<file path="config.mk">
export PLATFORM = sky130hd
export DESIGN_NAME = sio3_port
export DESIGN_NICKNAME = d
export VERILOG_FILES = /design/src/rtl/sio3_pkg.sv /design/src/rtl/sio3_sync.sv /design/src/rtl/sio3_clkgen.sv /design/src/rtl/sio3_shifter.sv /design/src/rtl/sio3_port.sv
export SDC_FILE = /design/constraint.sdc
export NUM_CORES = 1
export LEC_CHECK = 0
export CORE_MARGIN = 8
export CORE_UTILIZATION = 41
export DETAILED_ROUTE_END_ITERATION = 16
export GPL_TIMING_DRIVEN = 0
export PLACE_DENSITY = 0.81
export SYNTH_ARGS = -nofsm -noshare
export SYNTH_HDL_FRONTEND = slang
export SYNTH_HIERARCHICAL = 1
export SYNTH_SLANG_ARGS = --single-unit
</file>
<file path="constraint.sdc">
create_clock -name clk -period 2.02 [get_ports clk]
set_clock_uncertainty 0.05 [all_clocks]
set_input_delay 0.404 -clock clk [delete_from_list [all_inputs] [get_ports clk]]
set_output_delay 0.404 -clock clk [all_outputs]
set_load 0.01 [all_outputs]
</file>
<file path="src/rtl/sio3_pkg.sv">
package sio3_pkg;
   typedef enum logic [1:0] {
      SRC_EXT   = 2'b00,
      SRC_TMR   = 2'b01,
      SRC_DIV16 = 2'b10,
      SRC_DIV8  = 2'b11
   } sck_src_e;
endpackage

</file>
<file path="src/rtl/sio3_sync.sv">
module sio3_sync #(
   parameter int   STAGES  = 2,
   parameter logic RST_VAL = 1'b1
) (
   input  logic clk,
   input  logic rst_n,
   input  logic d,
   output logic q
);
   generate
      if (STAGES < 2) begin : g_bad
         $error("sio3_sync: STAGES must be at least 2");
      end
   endgenerate

   logic [STAGES-1:0] chain;

   always_ff @(posedge clk or negedge rst_n) begin
      if (!rst_n) chain <= {STAGES{RST_VAL}};
      else        chain <= {chain[STAGES-2:0], d};
   end

   assign q = chain[STAGES-1];
endmodule

</file>
<file path="src/rtl/sio3_clkgen.sv">
module sio3_clkgen
   import sio3_pkg::*;
#(
   parameter int SYNC_STAGES    = 2,
   parameter bit TMR_BOTH_EDGES = 1'b1
) (
   input  logic     clk,
   input  logic     rst_n,
   input  logic     enable,
   input  sck_src_e mode,
   input  logic     busy,
   input  logic     tmr_tgl,
   input  logic     tick_div16,
   input  logic     tick_div8,
   input  logic     sck_in,
   output logic     fall_ev,
   output logic     rise_ev,
   output logic     sck_out,
   output logic     sck_oe
);
   logic ext_lvl, ext_prev, ext_fall, ext_rise;
   logic tmr_prev, tmr_step;
   logic int_tick, int_step, sck_int, is_ext;

   sio3_sync #(.STAGES(SYNC_STAGES), .RST_VAL(1'b1)) u_sync (
      .clk  (clk),
      .rst_n(rst_n),
      .d    (sck_in),
      .q    (ext_lvl)
   );

   always_ff @(posedge clk or negedge rst_n) begin
      if (!rst_n) begin
         ext_prev <= 1'b1;
         tmr_prev <= 1'b0;
      end else begin
         ext_prev <= ext_lvl;
         tmr_prev <= tmr_tgl;
      end
   end

   assign ext_fall = ext_prev & ~ext_lvl;
   assign ext_rise = ~ext_prev & ext_lvl;

   generate
      if (TMR_BOTH_EDGES) begin : g_tmr_both
         assign tmr_step = tmr_tgl ^ tmr_prev;
      end else begin : g_tmr_rise
         assign tmr_step = tmr_tgl & ~tmr_prev;
      end
   endgenerate

   always_comb begin
      unique case (mode)
         SRC_TMR:   int_tick = tmr_step;
         SRC_DIV16: int_tick = tick_div16;
         SRC_DIV8:  int_tick = tick_div8;
         default:   int_tick = 1'b0;
      endcase
   end

   assign is_ext   = (mode == SRC_EXT);
   assign int_step = enable & busy & ~is_ext & int_tick;

   always_ff @(posedge clk or negedge rst_n) begin
      if (!rst_n)                 sck_int <= 1'b1;
      else if (!enable || is_ext) sck_int <= 1'b1;
      else if (int_step)          sck_int <= ~sck_int;
   end

   assign fall_ev = is_ext ? (enable & busy & ext_fall) : (int_step & sck_int);
   assign rise_ev = is_ext ? (enable & busy & ext_rise) : (int_step & ~sck_int);
   assign sck_out = sck_int;
   assign sck_oe  = enable & ~is_ext;

   assert_sck_masked_R5: assert property (@(posedge clk) disable iff (!rst_n)
      !busy |-> sck_int);
endmodule

</file>
<file path="src/rtl/sio3_shifter.sv">
module sio3_shifter #(
   parameter int   DATA_W = 8,
   parameter logic SO_RST = 1'b1
) (
   input  logic              clk,
   input  logic              rst_n,
   input  logic              enable,
   input  logic              wr_en,
   input  logic [DATA_W-1:0] wdata,
   input  logic              si,
   input  logic              fall_ev,
   input  logic              rise_ev,
   input  logic              so_set,
   input  logic              so_clr,
   input  logic              irq_clr,
   output logic              busy,
   output logic [DATA_W-1:0] rdata,
   output logic              so,
   output logic              irq
);
   localparam int CNT_W = (DATA_W > 2) ? $clog2(DATA_W) : 1;
   localparam logic [CNT_W-1:0] LAST = CNT_W'(DATA_W - 1);
   localparam int MSB = DATA_W - 1;

   generate
      if (DATA_W < 2) begin : g_bad
         $error("sio3_shifter: DATA_W must be at least 2");
      end
   endgenerate

   logic [DATA_W-1:0] sr;
   logic [CNT_W-1:0]  cnt;
   logic              started, so_q;
   logic              start, done, run;

   assign start = enable & wr_en & ~busy;
   assign run   = enable & busy;
   assign done  = run & rise_ev & started & (cnt == LAST);

   always_ff @(posedge clk or negedge rst_n) begin
      if (!rst_n) begin
         sr      <= '0;
         cnt     <= '0;
         busy    <= 1'b0;
         started <= 1'b0;
      end else if (!enable) begin
         busy    <= 1'b0;
         started <= 1'b0;
         cnt     <= '0;
      end else if (start) begin
         sr      <= wdata;
         busy    <= 1'b1;
         started <= 1'b0;
         cnt     <= '0;
      end else if (busy) begin
         if (fall_ev) started <= 1'b1;
         if (rise_ev && started) begin
            sr  <= {sr[MSB-1:0], si};
            cnt <= (cnt == LAST) ? '0 : cnt + 1'b1;
            if (cnt == LAST) begin
               busy    <= 1'b0;
               started <= 1'b0;
            end
         end
      end
   end

   always_ff @(posedge clk or negedge rst_n) begin
      if (!rst_n)                              so_q <= SO_RST;
      else if (start)                          so_q <= wdata[MSB];
      else if (run && fall_ev && started)      so_q <= sr[MSB];
      else if (!busy && so_set)                so_q <= 1'b1;
      else if (!busy && so_clr)                so_q <= 1'b0;
   end

   always_ff @(posedge clk or negedge rst_n) begin
      if (!rst_n)                  irq <= 1'b0;
      else if (done)               irq <= 1'b1;
      else if (start || irq_clr)   irq <= 1'b0;
   end

   assign rdata = sr;
   assign so    = so_q;

   assert_edges_exclusive_R3: assert property (@(posedge clk) disable iff (!rst_n)
      !(fall_ev && rise_ev));
   assert_idle_count_R5: assert property (@(posedge clk) disable iff (!rst_n)
      !busy |-> (cnt == '0));
   assert_irq_only_at_end_R6: assert property (@(posedge clk) disable iff (!rst_n)
      $rose(irq) |-> $fell(busy));
   assert_write_ignored_R7: assert property (@(posedge clk) disable iff (!rst_n)
      (busy && wr_en && !rise_ev) |=> $stable(sr));
   assert_so_held_R8: assert property (@(posedge clk) disable iff (!rst_n)
      (busy && !fall_ev && (so_set || so_clr)) |=> $stable(so));
endmodule

</file>
<file path="src/rtl/sio3_port.sv">
module sio3_port
   import sio3_pkg::*;
#(
   parameter int   DATA_W         = 8,
   parameter int   SYNC_STAGES    = 2,
   parameter bit   TMR_BOTH_EDGES = 1'b1,
   parameter logic SO_RST         = 1'b1
) (
   input  logic              clk,
   input  logic              rst_n,
   input  logic              enable,
   input  logic [1:0]        mode,
   input  logic              tmr_tgl,
   input  logic              tick_div16,
   input  logic              tick_div8,
   input  logic              wr_en,
   input  logic [DATA_W-1:0] wdata,
   output logic [DATA_W-1:0] rdata,
   input  logic              so_set,
   input  logic              so_clr,
   input  logic              irq_clr,
   input  logic              sck_in,
   output logic              sck_out,
   output logic              sck_oe,
   input  logic              si,
   output logic              so,
   output logic              irq
);
   logic fall_ev, rise_ev, busy;

   sio3_clkgen #(
      .SYNC_STAGES   (SYNC_STAGES),
      .TMR_BOTH_EDGES(TMR_BOTH_EDGES)
   ) u_clk (
      .clk       (clk),
      .rst_n     (rst_n),
      .enable    (enable),
      .mode      (sck_src_e'(mode)),
      .busy      (busy),
      .tmr_tgl   (tmr_tgl),
      .tick_div16(tick_div16),
      .tick_div8 (tick_div8),
      .sck_in    (sck_in),
      .fall_ev   (fall_ev),
      .rise_ev   (rise_ev),
      .sck_out   (sck_out),
      .sck_oe    (sck_oe)
   );

   sio3_shifter #(
      .DATA_W(DATA_W),
      .SO_RST(SO_RST)
   ) u_shift (
      .clk    (clk),
      .rst_n  (rst_n),
      .enable (enable),
      .wr_en  (wr_en),
      .wdata  (wdata),
      .si     (si),
      .fall_ev(fall_ev),
      .rise_ev(rise_ev),
      .so_set (so_set),
      .so_clr (so_clr),
      .irq_clr(irq_clr),
      .busy   (busy),
      .rdata  (rdata),
      .so     (so),
      .irq    (irq)
   );

   assert_ext_pin_input_R11: assert property (@(posedge clk) disable iff (!rst_n)
      (mode == 2'b00) |-> (!sck_oe && sck_out));
endmodule

</file>
# Word-level counts from Yosys, hierarchy flattened
# Cells that the tools add are included.
dict set report word_totals {
  word_cells 85
  ramBits 0
  reg_bits 20
  memories 0
  rom_bits 0
  latchBits 0
}
dict set report op_classes {
  reduce_logical 17
  div 0
  bitwise_logic 21
  mux 30
  shift 0
  addsub 1
  order_cmp 0
  eq_ne 6
  n_mul 0
}
# op count
set ops {}
lappend ops {{2-to-1 mux 8 bit} 3}
lappend ops {{2-to-1 mux 1 bit} 21}
lappend ops {{bitwise AND 1 bit} 15}
lappend ops {{2-to-1 mux 3 bit} 5}
lappend ops {{nonzero test 2 bit} 4}
lappend ops {{inequality test 3 x 1 -> 1 bit (second input constant)} 2}
lappend ops {{logical AND 1 bit} 5}
lappend ops {{inverter 1 bit} 5}
lappend ops {{equality test 2 bit (second input constant)} 2}
lappend ops {{nonzero test 4 bit} 1}
lappend ops {{adder 3 x 1 -> 3 bit (second input constant)} 1}
lappend ops {{equality test 3 bit (second input constant)} 1}
lappend ops {{one-hot mux 1 bit (3 select lines)} 1}
lappend ops {{AND reduction 3 bit} 1}
lappend ops {{equality test 2 x 1 -> 1 bit (second input constant)} 1}
lappend ops {{logical NOT 1 bit} 2}
lappend ops {{logical NOT 2 bit} 1}
lappend ops {{logical OR 1 bit} 2}
lappend ops {{AND reduction 2 bit} 1}
lappend ops {{XOR 1 bit} 1}

# Longest topological paths before layout
# Gate-level depths: netlist of the first run.
dict set report depth {
  depth_word 12
  ltp_mapped 6
}

# Modules after synthesis
# Netlist of the first run, hierarchy kept.
# mod area_each_um2 seq_area_each_um2 cells_each instances
set modules_own_cells {}
lappend modules_own_cells {sio3_shifter 877.1 376.6 74 1}
lappend modules_own_cells {sio3_clkgen 182.7 77.6 18 1}
lappend modules_own_cells {sio3_sync 52.6 52.6 2 1}

# Least setup slack after synthesis of the first run
# OpenSTA, ideal clock, no wires.
dict set report synth_path {
  path_kind {input to register}
  startpoint {in mode[1]}
  endpoint {reg u_shift.sr[0], in the netlist u_shift/rdata[0]}
  slack_ns -0.151
  cell_stages 6
  t_arrival_ns 1.997
  n_path_buf 0
  setup_ns 0.125
  path_cell_list {nor2_1 -> nand3_1 -> o32ai_1 -> nand3_1 -> a21boi_4 -> mux2_2}
}
dict set report synth_between {
  elab_chain_len 9
  elab_cells_between_ends 13
  cone_classes {eq/ne: 3; mux: 2; bitwise: 4; reduce/logical: 4}
}
# element line_no
set synth_rtl {}
lappend synth_rtl {{start, declared} sio3_port.sv:12} ;# input logic [1:0] mode,
lappend synth_rtl {{parallel branches: the longest is 5 deep, another holds one-hot mux 1 bit (3 select lines)} n/a}
lappend synth_rtl {{2-to-1 mux 1 bit (*)} sio3_clkgen.sv:72} ;# assign rise_ev = is_ext ? (enable & busy & ext_rise) : (int_step & ~sck_int);
lappend synth_rtl {{named net rise_ev} sio3_port.sv:29} ;# logic fall_ev, rise_ev, busy;
lappend synth_rtl {{logical AND 1 bit (*)} sio3_shifter.sv:57} ;# if (rise_ev && started) begin
lappend synth_rtl {{nonzero test 2 bit (no line) (*)} n/a}
lappend synth_rtl {{AND reduction 3 bit (no line) (*)} n/a}
lappend synth_rtl {{end signal, assigned} sio3_shifter.sv:51} ;# sr <= wdata;
lappend synth_rtl {{end signal, assigned} sio3_shifter.sv:58} ;# sr <= {sr[MSB-1:0], si};
lappend synth_rtl {{end, declared} sio3_shifter.sv:31} ;# logic [DATA_W-1:0] sr;
# Mark *: on every way through the listed nets, which the timed path passes.
# A chain may end at the register's enable or synchronous reset.

# Final worst setup path of the first run
dict set report layout_path {
  startpoint {in tmr_tgl}
  endpoint {reg u_shift.sr[2], in the netlist u_shift/rdata[2]}
}
dict set report layout_between {
  elab_chain_len 8
}
# element line_no
set layout_rtl {}
lappend layout_rtl {{start, declared} sio3_port.sv:13} ;# input logic tmr_tgl,
lappend layout_rtl {{XOR 1 bit} sio3_clkgen.sv:47} ;# assign tmr_step = tmr_tgl ^ tmr_prev;
lappend layout_rtl {{one-hot mux 1 bit (3 select lines)} sio3_clkgen.sv:54} ;# unique case (mode)
lappend layout_rtl {{bitwise AND 1 bit} sio3_clkgen.sv:63} ;# assign int_step = enable & busy & ~is_ext & int_tick;
lappend layout_rtl {{bitwise AND 1 bit} sio3_clkgen.sv:72}
lappend layout_rtl {{2-to-1 mux 1 bit} sio3_clkgen.sv:72}
lappend layout_rtl {{named net rise_ev} sio3_port.sv:29}
lappend layout_rtl {{logical AND 1 bit} sio3_shifter.sv:57}
lappend layout_rtl {{nonzero test 2 bit (no line)} n/a}
lappend layout_rtl {{AND reduction 3 bit (no line)} n/a}
# The timed path passes the listed nets, and every way through them passes these cells.

==> flow_summary.json, run 1 <==
{
  "vdd_drop_max_v": 0.000842,
  "area_growth_pct": 44.4,
  "cp_num_cells": 8,
  "synth.most_common_cell": "mux2_2",
  "synth_area_per_cell_sq_um": 11.8,
  "drive_above_1_share_pct": 33.6,
  "clock_latency_ns": 0.30,
  "utilization_pct": 60.3,
  "total_power_mw": 1.32,
  "final_hold_viol_count": 0,
  "tns_ns": 0,
  "post_dp_cell_area_sq_um": 1490,
  "internal_power_mw": 0.976,
  "initial_core_util_pct": 41.8,
  "drv_cap": 0,
  "multi_input_area_sq_um": 617,
  "finalCritPeriodShare_pct": 97.0,
  "syn_nets": 118,
  "netlist_top_cells_count": "mux2_2 (16), dfrtp_1 (15), a21boi_0 (7)",
  "drv_slew": 0,
  "via_count": 904,
  "path_cells": "clkdlybuf4s50_1 -> xnor2_1 -> o22a_2 -> o32ai_4 -> nand3_2 -> a21boi_4 -> buf_12 -> mux2_2",
  "dieArea_sq_um": 4640,
  "p_clk_share_pct": 24.8,
  "cellLeakagePower_nw": 0.674,
  "slowest_delay_ns": 0.44,
  "cts_buffers": 3,
  "synth-seq-cells": 20,
  "regArea_sq_um": 508,
  "num_antenna_cells": 0,
  "crit_type": "in2reg",
  "post_drt_wl_per_cell_um": 16.3,
  "timing.final.crit_period_ns": 1.96,
  "first_global_vias": 964,
  "synth_edf_count": 0,
  "row_count": 19,
  "combinationalPowerShare_pct": 33.7,
  "power.density_nw_per_um2": 821,
  "yosysTopAreaCell": "dfrtp_1",
  "async_reset_ff_share_pct": 100,
  "worst_pin_slew_ns": 0.895,
  "fin_cells": 165,
  "grt_antenna_before_repair": 0,
  "endpoint_kind": "flop",
  "ys_types": 32,
  "synth_cells": 94,
  "cts-root-buf": "clkbuf_4",
  "dr.pass1.iters": 4,
  "numPortBuffers": 33,
  "layout.nets": 159,
  "holdPathStages": 0,
  "dp_cells": 158,
  "cp_top_family": "buffers and inverters",
  "drc": 0,
  "drtIter0Drc": 29,
  "cts_tree": "built",
  "cp.required_ns": 2.17,
  "synth_area_sq_um": 1110,
  "avgViaCountPerCell": 5.48,
  "fin_ws_ns": 0.0600,
  "synth-warning-count": 6,
  "drt.antenna.violating_nets": 0,
  "synth_top_flop_cell": "dfrtp_1",
  "hpwl_um": 1920,
  "post-place-ws_ns": -0.740,
  "critPathLaunchType": "primary input",
  "switching_share_pct": 26.1,
  "rsz0062_at_grt": "no",
  "cts_buffer_depth": 2,
  "fmax_mhz": 510,
  "setup_viol": 0,
  "n_fill_cell": 235,
  "cp_num_buf_inv": 2,
  "dieHeight_um": 68.1,
  "htreeDepth": 1,
  "critical_path.slowest_cell": "clkdlybuf4s50_1",
  "grt_max_degree": 21,
  "seq_power_share_pct": 41.6,
  "design.core.area_sq_um": 2660,
  "crit_fanout": 8,
  "hold_ws_ns": 0.314,
  "track_usage_pct": 12.0,
  "rr_worst_depth": 7,
  "grt_pass1_wl_um": 4240,
  "dieWidth_um": 68.1,
  "cp.arrival_ns": 2.11,
  "regToRegSetupSlack_ns": 0.12,
  "path_clk_slew_ns": 0.12,
  "gp_congestion": 0.746,
  "power.switching_mw": 0.344,
  "synthTopCellsByArea": "dfrtp_1 (34%), mux2_2 (16%), dfstp_2 (12%), a21boi_0 (4.7%), or3b_2 (3.1%)",
  "io_pins": 34,
  "drt-total-wl_um": 2690,
  "hp-class": "reg2reg",
  "final_area_sq_um": 1610,
  "status": "finished, final reports clean",
  "yosysSeqAreaShare_pct": 45.6,
  "clock-sinks": 20,
  "overflow": 0,
  "yosys.area.top_type_share_pct": 33.7,
  "slew_headroom_pct": 40.1
}
==> path summary, 6_finish.rpt <==
check | startpoint | end
worst max-delay path | tmr_tgl | u_shift/rdata[2]
worst min-delay path | u_clk/u_sync/chain[0] | u_clk/u_sync/chain[1]
worst min register to register | u_clk/u_sync/chain[0] | u_clk/u_sync/chain[1]
worst max register to register | u_shift/busy | u_shift/rdata[2]
min in group asynchronous | rst_n | u_shift/rdata[3]
max in group asynchronous | rst_n | u_shift/busy
==> flip-flops by register name, indices dropped and copies added, names as in the netlist <==
| name | cells |
|---|---|
| u_clk/ext_prev | 1 |
| u_clk/sck_out | 1 |
| u_clk/tmr_prev | 1 |
| u_clk/u_sync/chain | 2 |
| u_shift/busy | 1 |
| u_shift/cnt | 3 |
| u_shift/irq | 1 |
| u_shift/rdata | 8 |
| u_shift/so | 1 |
| u_shift/started | 1 |
==> cell type report <==
| type | count | area share, % |
|---|---|---|
| multi-input cells | 67 | 38.4 |
| flip-flops and latches | 20 | 31.6 |
| repair buffers | 36 | 22.4 |
| well taps | 31 | 2.41 |
| clock inverters | 1 | 1.87 |
| clock buffers | 3 | 1.40 |
| plain buffers | 3 | 0.935 |
| inverters | 4 | 0.935 |
==> power groups by stage <==
| stage | sequential [mW] | combinational [mW] | clock, mW |
|---|---|---|---|
| after floorplan | 0.581 | 0.159 | 0 |
| after global placement | 0.549 | 0.426 | 0 |
| after detailed placement | 0.554 | 0.435 | 0 |
| after CTS | 0.550 | 0.450 | 0.337 |
| after global routing | 0.562 | 0.477 | 0.346 |
| final | 0.548 | 0.445 | 0.327 |
==> layout by cell type, fill, tap and decap left out, types with 2 or more instances in the layout <==
cell type        Yosys  routed
nand2b_1             2       2
mux2_4               1       2
buf_2                3       3
dfstp_2              5       5
dlygate4sd2_1        0       4
nor2b_1              2       2
a21boi_0             7       7
clkbuf_4             0       3
nand2_1              3       3
or3b_2               4       4
and3_1               2       2
nand3_2              0       2
nand3_1              4       2
a21oi_1              2       2
buf_4                0       2
o21ai_0              3       3
mux2_2              16      15
dfrtp_1             15      14
nor2_1               2       2
ha_1                 2       2
inv_1                4       4
clkdlybuf4s50_1      0      29
==> per-layer routing <==
layer	share of wire, %	vias up	track usage [%]
met5	0	-	0
met4	1.3	0	4.60
met3	9.6	4	5.07
met2	51	27	21.5
met1	38	440	12.1
li1	-	433	-
==> logic make-up (layout without fill, tap and decap cells) <==
logic type,count (synthesis),count (layout),share of synthesized area [%]
DFF,20,20,45.6
muxes,18,18,18.4
adders and majority gates,2,2,2.25
buffers and inverters,7,47,2.70
and+or+nand+nor,24,24,14.7
xor gates and xnor gates,1,1,0.788
AOI/OAI and AO/OA,22,22,15.5
==> worst reg2reg max path: stages (launching register included) <==
cell,delay (ns)
dfrtp_2,0.48
nand3_1,0.11
o22a_2,0.27
o32ai_4,0.12
nand3_2,0.13
a21boi_4,0.16
buf_12,0.14
mux2_2,0.33
==> repair_timing <==
| action | 4_1_cts | 5_1_grt |
|---|---|---|
| hold buffers | 0 | 0 |
| buffers inserted | 3 | 0 |
| setup endpoints to repair | 10 | 10 |
| gates resized for setup | 9 | 2 |
| gates cloned | 0 | 0 |
| pin swaps | 4 | 4 |
No activity file was read; power rests on OpenSTA's default activity.
==> inputs of run 2 (changes only) <==
- CAP_MARGIN: default -> 25
==> results of run 2 <==
The final DEF is identical to that of run 1; final timing and power are the same.
==> inputs of run 3 (changes only) <==
- CAP_MARGIN: 25 -> default
- GPL_ROUTABILITY_DRIVEN: default -> 0
- SLEW_MARGIN: default -> 20
==> results of run 3 <==
The final DEF is identical to that of run 1; final timing and power are the same.
